## src/rtl/ospt_pkg.sv

```systemverilog
package ospt_pkg;

   typedef enum logic [1:0] {
      EDGE_NONE = 2'b00,
      EDGE_RISE = 2'b01,
      EDGE_FALL = 2'b10,
      EDGE_BOTH = 2'b11
   } edge_sel_e;

   function automatic logic edge_hit(input edge_sel_e sel, input logic cur, input logic prev);
      logic rise;
      logic fall;
      rise = cur & ~prev;
      fall = ~cur & prev;
      unique case (sel)
         EDGE_RISE: edge_hit = rise;
         EDGE_FALL: edge_hit = fall;
         EDGE_BOTH: edge_hit = rise | fall;
         default:   edge_hit = 1'b0;
      endcase
   endfunction

endpackage

```

## src/rtl/ospt_trig_detect.sv

```systemverilog
module ospt_trig_detect
   import ospt_pkg::*;
#(
   parameter int SYNC_STAGES = 2
) (
   input  logic      clk,
   input  logic      rst_n,
   input  logic      trig_i,
   input  edge_sel_e sel_i,
   output logic      fire_o
);
   localparam int LAST = SYNC_STAGES - 1;

   logic [LAST:0] chain_q;
   logic          prev_q;

   for (genvar s = 0; s < SYNC_STAGES; s++) begin : g_stage
      if (s == 0) begin : g_first
         always_ff @(posedge clk or negedge rst_n) begin
            if (!rst_n) chain_q[0] <= 1'b0;
            else        chain_q[0] <= trig_i;
         end
      end else begin : g_next
         always_ff @(posedge clk or negedge rst_n) begin
            if (!rst_n) chain_q[s] <= 1'b0;
            else        chain_q[s] <= chain_q[s-1];
         end
      end
   end

   always_ff @(posedge clk or negedge rst_n) begin
      if (!rst_n) prev_q <= 1'b0;
      else        prev_q <= chain_q[LAST];
   end

   always_comb fire_o = edge_hit(sel_i, chain_q[LAST], prev_q);

endmodule

```

## src/rtl/ospt_counter.sv

```systemverilog
module ospt_counter #(
   parameter int CNT_W = 16
) (
   input  logic             clk,
   input  logic             rst_n,
   input  logic             fire_i,
   input  logic             tick_i,
   output logic [CNT_W-1:0] cnt_o,
   output logic             busy_o,
   output logic             wrap_o
);
   localparam logic [CNT_W-1:0] CNT_MAX = {CNT_W{1'b1}};
   localparam logic [CNT_W-1:0] CNT_ONE = {{(CNT_W-1){1'b0}}, 1'b1};

   logic [CNT_W-1:0] cnt_q;
   logic             busy_q;
   logic             step;

   always_comb begin
      step   = busy_q & tick_i & ~fire_i;
      wrap_o = step & (cnt_q == CNT_MAX);
   end

   always_ff @(posedge clk or negedge rst_n) begin
      if (!rst_n) begin
         cnt_q  <= '0;
         busy_q <= 1'b0;
      end else if (fire_i) begin
         cnt_q  <= '0;
         busy_q <= 1'b1;
      end else if (wrap_o) begin
         cnt_q  <= '0;
         busy_q <= 1'b0;
      end else if (step) begin
         cnt_q  <= cnt_q + CNT_ONE;
      end
   end

   assign cnt_o  = cnt_q;
   assign busy_o = busy_q;

endmodule

```

## src/rtl/ospt_out_stage.sv

```systemverilog
module ospt_out_stage #(
   parameter int CNT_W = 16
) (
   input  logic             clk,
   input  logic             rst_n,
   input  logic             fire_i,
   input  logic             wrap_i,
   input  logic             busy_i,
   input  logic [CNT_W-1:0] cnt_i,
   input  logic [CNT_W-1:0] cmp_on_i,
   input  logic [CNT_W-1:0] cmp_off_i,
   input  logic             act_high_i,
   input  logic             out_en_i,
   output logic             act_o,
   output logic             pin_o
);
   logic act_q;
   logic hit_on;
   logic hit_off;
   logic same_cmp;

   always_comb begin
      same_cmp = (cmp_on_i == cmp_off_i);
      hit_on   = busy_i & (cnt_i == cmp_on_i) & ~same_cmp;
      hit_off  = busy_i & (cnt_i == cmp_off_i);
   end

   always_ff @(posedge clk or negedge rst_n) begin
      if (!rst_n)                act_q <= 1'b0;
      else if (fire_i || wrap_i) act_q <= 1'b0;
      else if (hit_off)          act_q <= 1'b0;
      else if (hit_on)           act_q <= 1'b1;
   end

   always_comb pin_o = (out_en_i & act_q) ? act_high_i : ~act_high_i;
   assign act_o = act_q;

endmodule

```

## src/rtl/ospt_oneshot_timer.sv

```systemverilog
module ospt_oneshot_timer
   import ospt_pkg::*;
#(
   parameter int CNT_W       = 16,
   parameter int SYNC_STAGES = 2
) (
   input  logic             clk,
   input  logic             rst_n,
   input  logic             tick_i,
   input  logic             trig_i,
   input  logic [1:0]       edge_sel_i,
   input  logic [CNT_W-1:0] cmp_on_i,
   input  logic [CNT_W-1:0] cmp_off_i,
   input  logic             act_high_i,
   input  logic             out_en_i,
   output logic             pulse_o,
   output logic [CNT_W-1:0] count_o,
   output logic             running_o
);
   initial begin
      if (CNT_W < 2 || CNT_W > 32) $fatal(1, "CNT_W must lie in 2..32");
      if (SYNC_STAGES < 2)         $fatal(1, "SYNC_STAGES must be at least 2");
   end

   edge_sel_e        sel;
   logic             fire;
   logic             wrap;
   logic             busy;
   logic             act;
   logic [CNT_W-1:0] cnt;

   assign sel = edge_sel_e'(edge_sel_i);

   ospt_trig_detect #(.SYNC_STAGES(SYNC_STAGES)) u_trig (
      .clk   (clk),
      .rst_n (rst_n),
      .trig_i(trig_i),
      .sel_i (sel),
      .fire_o(fire)
   );

   ospt_counter #(.CNT_W(CNT_W)) u_cnt (
      .clk   (clk),
      .rst_n (rst_n),
      .fire_i(fire),
      .tick_i(tick_i),
      .cnt_o (cnt),
      .busy_o(busy),
      .wrap_o(wrap)
   );

   ospt_out_stage #(.CNT_W(CNT_W)) u_out (
      .clk       (clk),
      .rst_n     (rst_n),
      .fire_i    (fire),
      .wrap_i    (wrap),
      .busy_i    (busy),
      .cnt_i     (cnt),
      .cmp_on_i  (cmp_on_i),
      .cmp_off_i (cmp_off_i),
      .act_high_i(act_high_i),
      .out_en_i  (out_en_i),
      .act_o     (act),
      .pin_o     (pulse_o)
   );

   assign count_o   = cnt;
   assign running_o = busy;

endmodule

```

## config.mk

```make
export PLATFORM = sky130hd
export DESIGN_NAME = ospt_oneshot_timer
export DESIGN_NICKNAME = d
export VERILOG_FILES = /design/src/rtl/ospt_pkg.sv /design/src/rtl/ospt_trig_detect.sv /design/src/rtl/ospt_counter.sv /design/src/rtl/ospt_out_stage.sv /design/src/rtl/ospt_oneshot_timer.sv
export SDC_FILE = /design/constraint.sdc
export NUM_CORES = 1
export LEC_CHECK = 0
export BUFFER_PORTS_ARGS = -buffer_cell sky130_fd_sc_hd__buf_2
export CORE_ASPECT_RATIO = 0.8
export CORE_MARGIN = 3
export CORE_UTILIZATION = 51
export CTS_BUF_LIST = sky130_fd_sc_hd__clkbuf_4 sky130_fd_sc_hd__clkbuf_8
export CTS_CLUSTER_SIZE = 14
export DETAILED_ROUTE_END_ITERATION = 10
export GPL_ROUTABILITY_DRIVEN = 0
export PLACE_DENSITY = 0.82
export SYNTH_ARGS = -nofsm -noshare
export SYNTH_HDL_FRONTEND = slang
export SYNTH_SLANG_ARGS = --single-unit
```

## constraint.sdc

```tcl
create_clock -name clk -period 2.23 [get_ports clk]
set_input_delay 0.223 -clock clk [delete_from_list [all_inputs] [get_ports clk]]
set_output_delay 0.223 -clock clk [all_outputs]
set_load 0.005 [all_outputs]
```

==> flow_summary.yaml <==
status:
  status: "finished, final reports clean"
synthesis:
  syn_avg_cell_area_um2: 9.12
  netlist.area_leader.share_pct: 32.4
  syn_area_um2: 1620
  ys_types: 31
  ys_seq_area_share_pct: 32.4
  ys_async_sr_fraction_pct: 100
  ys_seq_elements: 21
  yosysWarnings: 0
  synth_nets: 221
  postSynthCellCount: 178
  synth_common_cells: "xnor2_1 (40), xor2_1 (23), dfrtp_1 (21)"
  ys_top_cells_by_area: "dfrtp_1 (32%), xnor2_1 (22%), xor2_1 (12%), nor4_1 (5.0%), nor2_1 (3.7%)"
  synth_edf_count: 0
  synthFlopType: "dfrtp_1"
  synth_top_area_cell: "dfrtp_1"
  synth.most_common_cell: "xnor2_1"
global_route:
  grt_pass1_vias: 1504
  grt_pass1_wl_um: 6990
  grt_usage_pct: 22.0
  overflow: 0
  grt_max_degree: 22
  antenna_found_initial: 0
critical_path:
  path_max_fanout: 15
  cp-end-kind: "flip-flop"
  worstSetupPathType: "reg2reg"
  cp.arrival_ns: 2.02
  crit_path_end: "u_out.act_o$_DFFE_PN0P_"
  slowest_delay_ns: 0.60
  crit_slowest_cell: "or4_4"
  reg2reg_depth: 5
  rr_endpoint: "u_out.act_o$_DFFE_PN0P_"
  worstPathCellList: "and4_1 > nand3_1 > or4_4 > nand2_4 > nor3_1"
  critPathLaunchType: "flip-flop"
  r2r_start: "u_cnt.cnt_o[9]$_DFFE_PN0P_"
  critPathLaunch: "u_cnt.cnt_o[9]$_DFFE_PN0P_"
  reg2reg_slack_ns: 0.35
  cp.required_ns: 2.37
cells_and_area:
  drive_gt1_share_pct: 29.3
  multi_input_area_um2: 1020
  diodes: 0
  instances_no_fill: 270
  fillerInstances: 240
  final-seq-area_um2: 526
  layout.nets: 276
  syn_to_final_growth_pct: 21.0
die:
  die_h_um: 56.5
  die_area_um2: 3900
  rows: 17
  core_um2: 2890
  start_util_pct: 56.1
  die_x_um: 69.1
  io_pins: 58
clocking:
  clkTransAtPathRegs_ns: 0.08
  cts_tree: "done"
  cts_max_level: 1
  cts_made_buffers: 3
  clock_sinks: 21
  insertion_delay_ns: 0.26
  clockBufferDepth: 2
  clock-root-buffer: "clkbuf_8"
min_path:
  worstHoldStart: "trig_i"
  min_path_type: "in2reg"
  worst_hold_path.num_cells: 1
timing:
  finalSetupViolations: 0
  fin_setup_tns_ns: 0
  clock_skew_ns: 0.00131
  worst-slew-pin-transition_ns: 0.470
  maxSlewViolCount: 0
  finalHoldViolations: 0
  hold-worst-slack_ns: 0.0646
  max_freq_mhz: 531
  timing.final.crit_share_pct: 84.5
  finalWorstSetupSlack_ns: 0.346
  period_needed_ns: 1.88
  relSlewSlack_pct: 68.7
  rsz0062_at_grt: "false"
placement:
  dpl.cell_count: 265
  hpwlAfterDp_um: 3360
  port_buffers: 57
  pre_cts_slack_ns: 0.371
power_and_ir_drop:
  power.total_mw: 0.877
  power_leakage_nw: 0.877
  power_density_nw_per_um2: 447
  ir_drop_mv: 0.307
route:
  vias: 1512
  drtIter0Drc: 109
  drc: 0
  dr.pass1.iters: 4
  drt_wl_total_um: 4100
  ant_nets: 0
  drt-vias-per-instance: 5.60
  routedWlPerCell_um: 15.2
run:
  cap_viol_max_count: 0
## worst min path at each step
| stage | endpoint | slack [ns] |
|---|---|---|
| final | u_trig.chain_q[0]$_DFF_PN0_ | 0.06 |
| after global routing | u_trig.chain_q[0]$_DFF_PN0_ | 0.06 |
| after CTS | u_trig.chain_q[0]$_DFF_PN0_ | 0.06 |
| after detailed placement | u_trig.chain_q[0]$_DFF_PN0_ | 0.20 |
| after global placement | u_trig.chain_q[0]$_DFF_PN0_ | 0.19 |
| after floorplan | u_cnt.busy_o$_DFFE_PN0P_ | -0.07 |
## where the power goes
group	switching [mW]	total [mW]	internal, mW
Sequential	0.0297	0.424	0.394
Combinational	0.104	0.204	0.0998
Clock	0.125	0.249	0.124
Total	0.259	0.877	0.618
## cell type report
cell class / instances / share of cell area (%)
Inverter: 3 / 0.573
Clock buffer: 3 / 2.10
Tap cell: 38 / 2.42
Clock inverter: 1 / 0.255
Multi-Input combinational cell: 144 / 52.1
Sequential cell: 21 / 26.8
Timing Repair Buffer: 60 / 15.8
## timing repair
action                                 4_1_cts  5_1_grt
endpoints found under the hold margin       21        0
setup buffers                                0        0
resized for setup                            0        0
hold buffers                                 1        0
## layout by cell type, fill, tap and decap left out
| cell | count |
|---|---|
| and4_1 | 1 |
| or2_2 | 1 |
| and3b_1 | 1 |
| dfrtp_1 | 21 |
| a21oi_1 | 2 |
| xnor2_1 | 40 |
| and3_1 | 1 |
| buf_2 | 57 |
| a31oi_1 | 1 |
| and2_1 | 1 |
| ha_1 | 3 |
| inv_1 | 3 |
| nor4bb_1 | 1 |
| a311oi_1 | 1 |
| a41oi_1 | 1 |
| nand3_1 | 8 |
| nand4_1 | 9 |
| or4_4 | 1 |
| xor2_1 | 23 |
| buf_4 | 2 |
| nor4_1 | 13 |
| clkinv_2 | 1 |
| nor2_1 | 16 |
| nand2_1 | 12 |
| nor3_1 | 3 |
| nand3_2 | 1 |
| dlygate4sd3_1 | 1 |
| nand2_4 | 1 |
| nor3b_1 | 2 |
| a31o_2 | 1 |
| clkbuf_8 | 3 |
## per-layer routing
metal | part of all wire, % | GRT usage [%] | vias to the layer above
li1 | - | - | 717
met1 | 43 | 29.8 | 711
met2 | 45 | 34.6 | 78
met3 | 11 | 5.55 | 6
met4 | 1.0 | 6.69 | 0
met5 | 0 | 0 | -
## sequential cells by signal (all words and copies together), names as in the netlist
name            flops
u_cnt.cnt_o        16
u_trig.chain_q      2
u_cnt.busy_o        1
u_out.act_o         1
u_trig.prev_q       1
## cell families (layout without fill, tap and decap cells)
group	count (synthesis)	count (layout)	share of synthesized area, %
flops	21	21	32.4
buf+inv	13	67	4.55
xor+xnor	63	63	34.0
fa+ha+maj	3	3	2.31
simple gates	72	72	24.1
compound gates	6	6	2.62
## worst max-delay path: cells and delay by family (launching register included)
kind	cells	cell delay (ns)
DFF	1	0.54
and+or+nand+nor	5	1.22
## stage by stage
stage / cell area, um^2 / utilization [%]
after floorplan: 1620 / -
after global placement: 1910 / 66.0
after detailed placement: 1910 / 66.0
after CTS: 1960 / 67.9
after global routing: 1960 / 67.9
final: 1960 / 67.9
(Power assumes the default switching activity.)
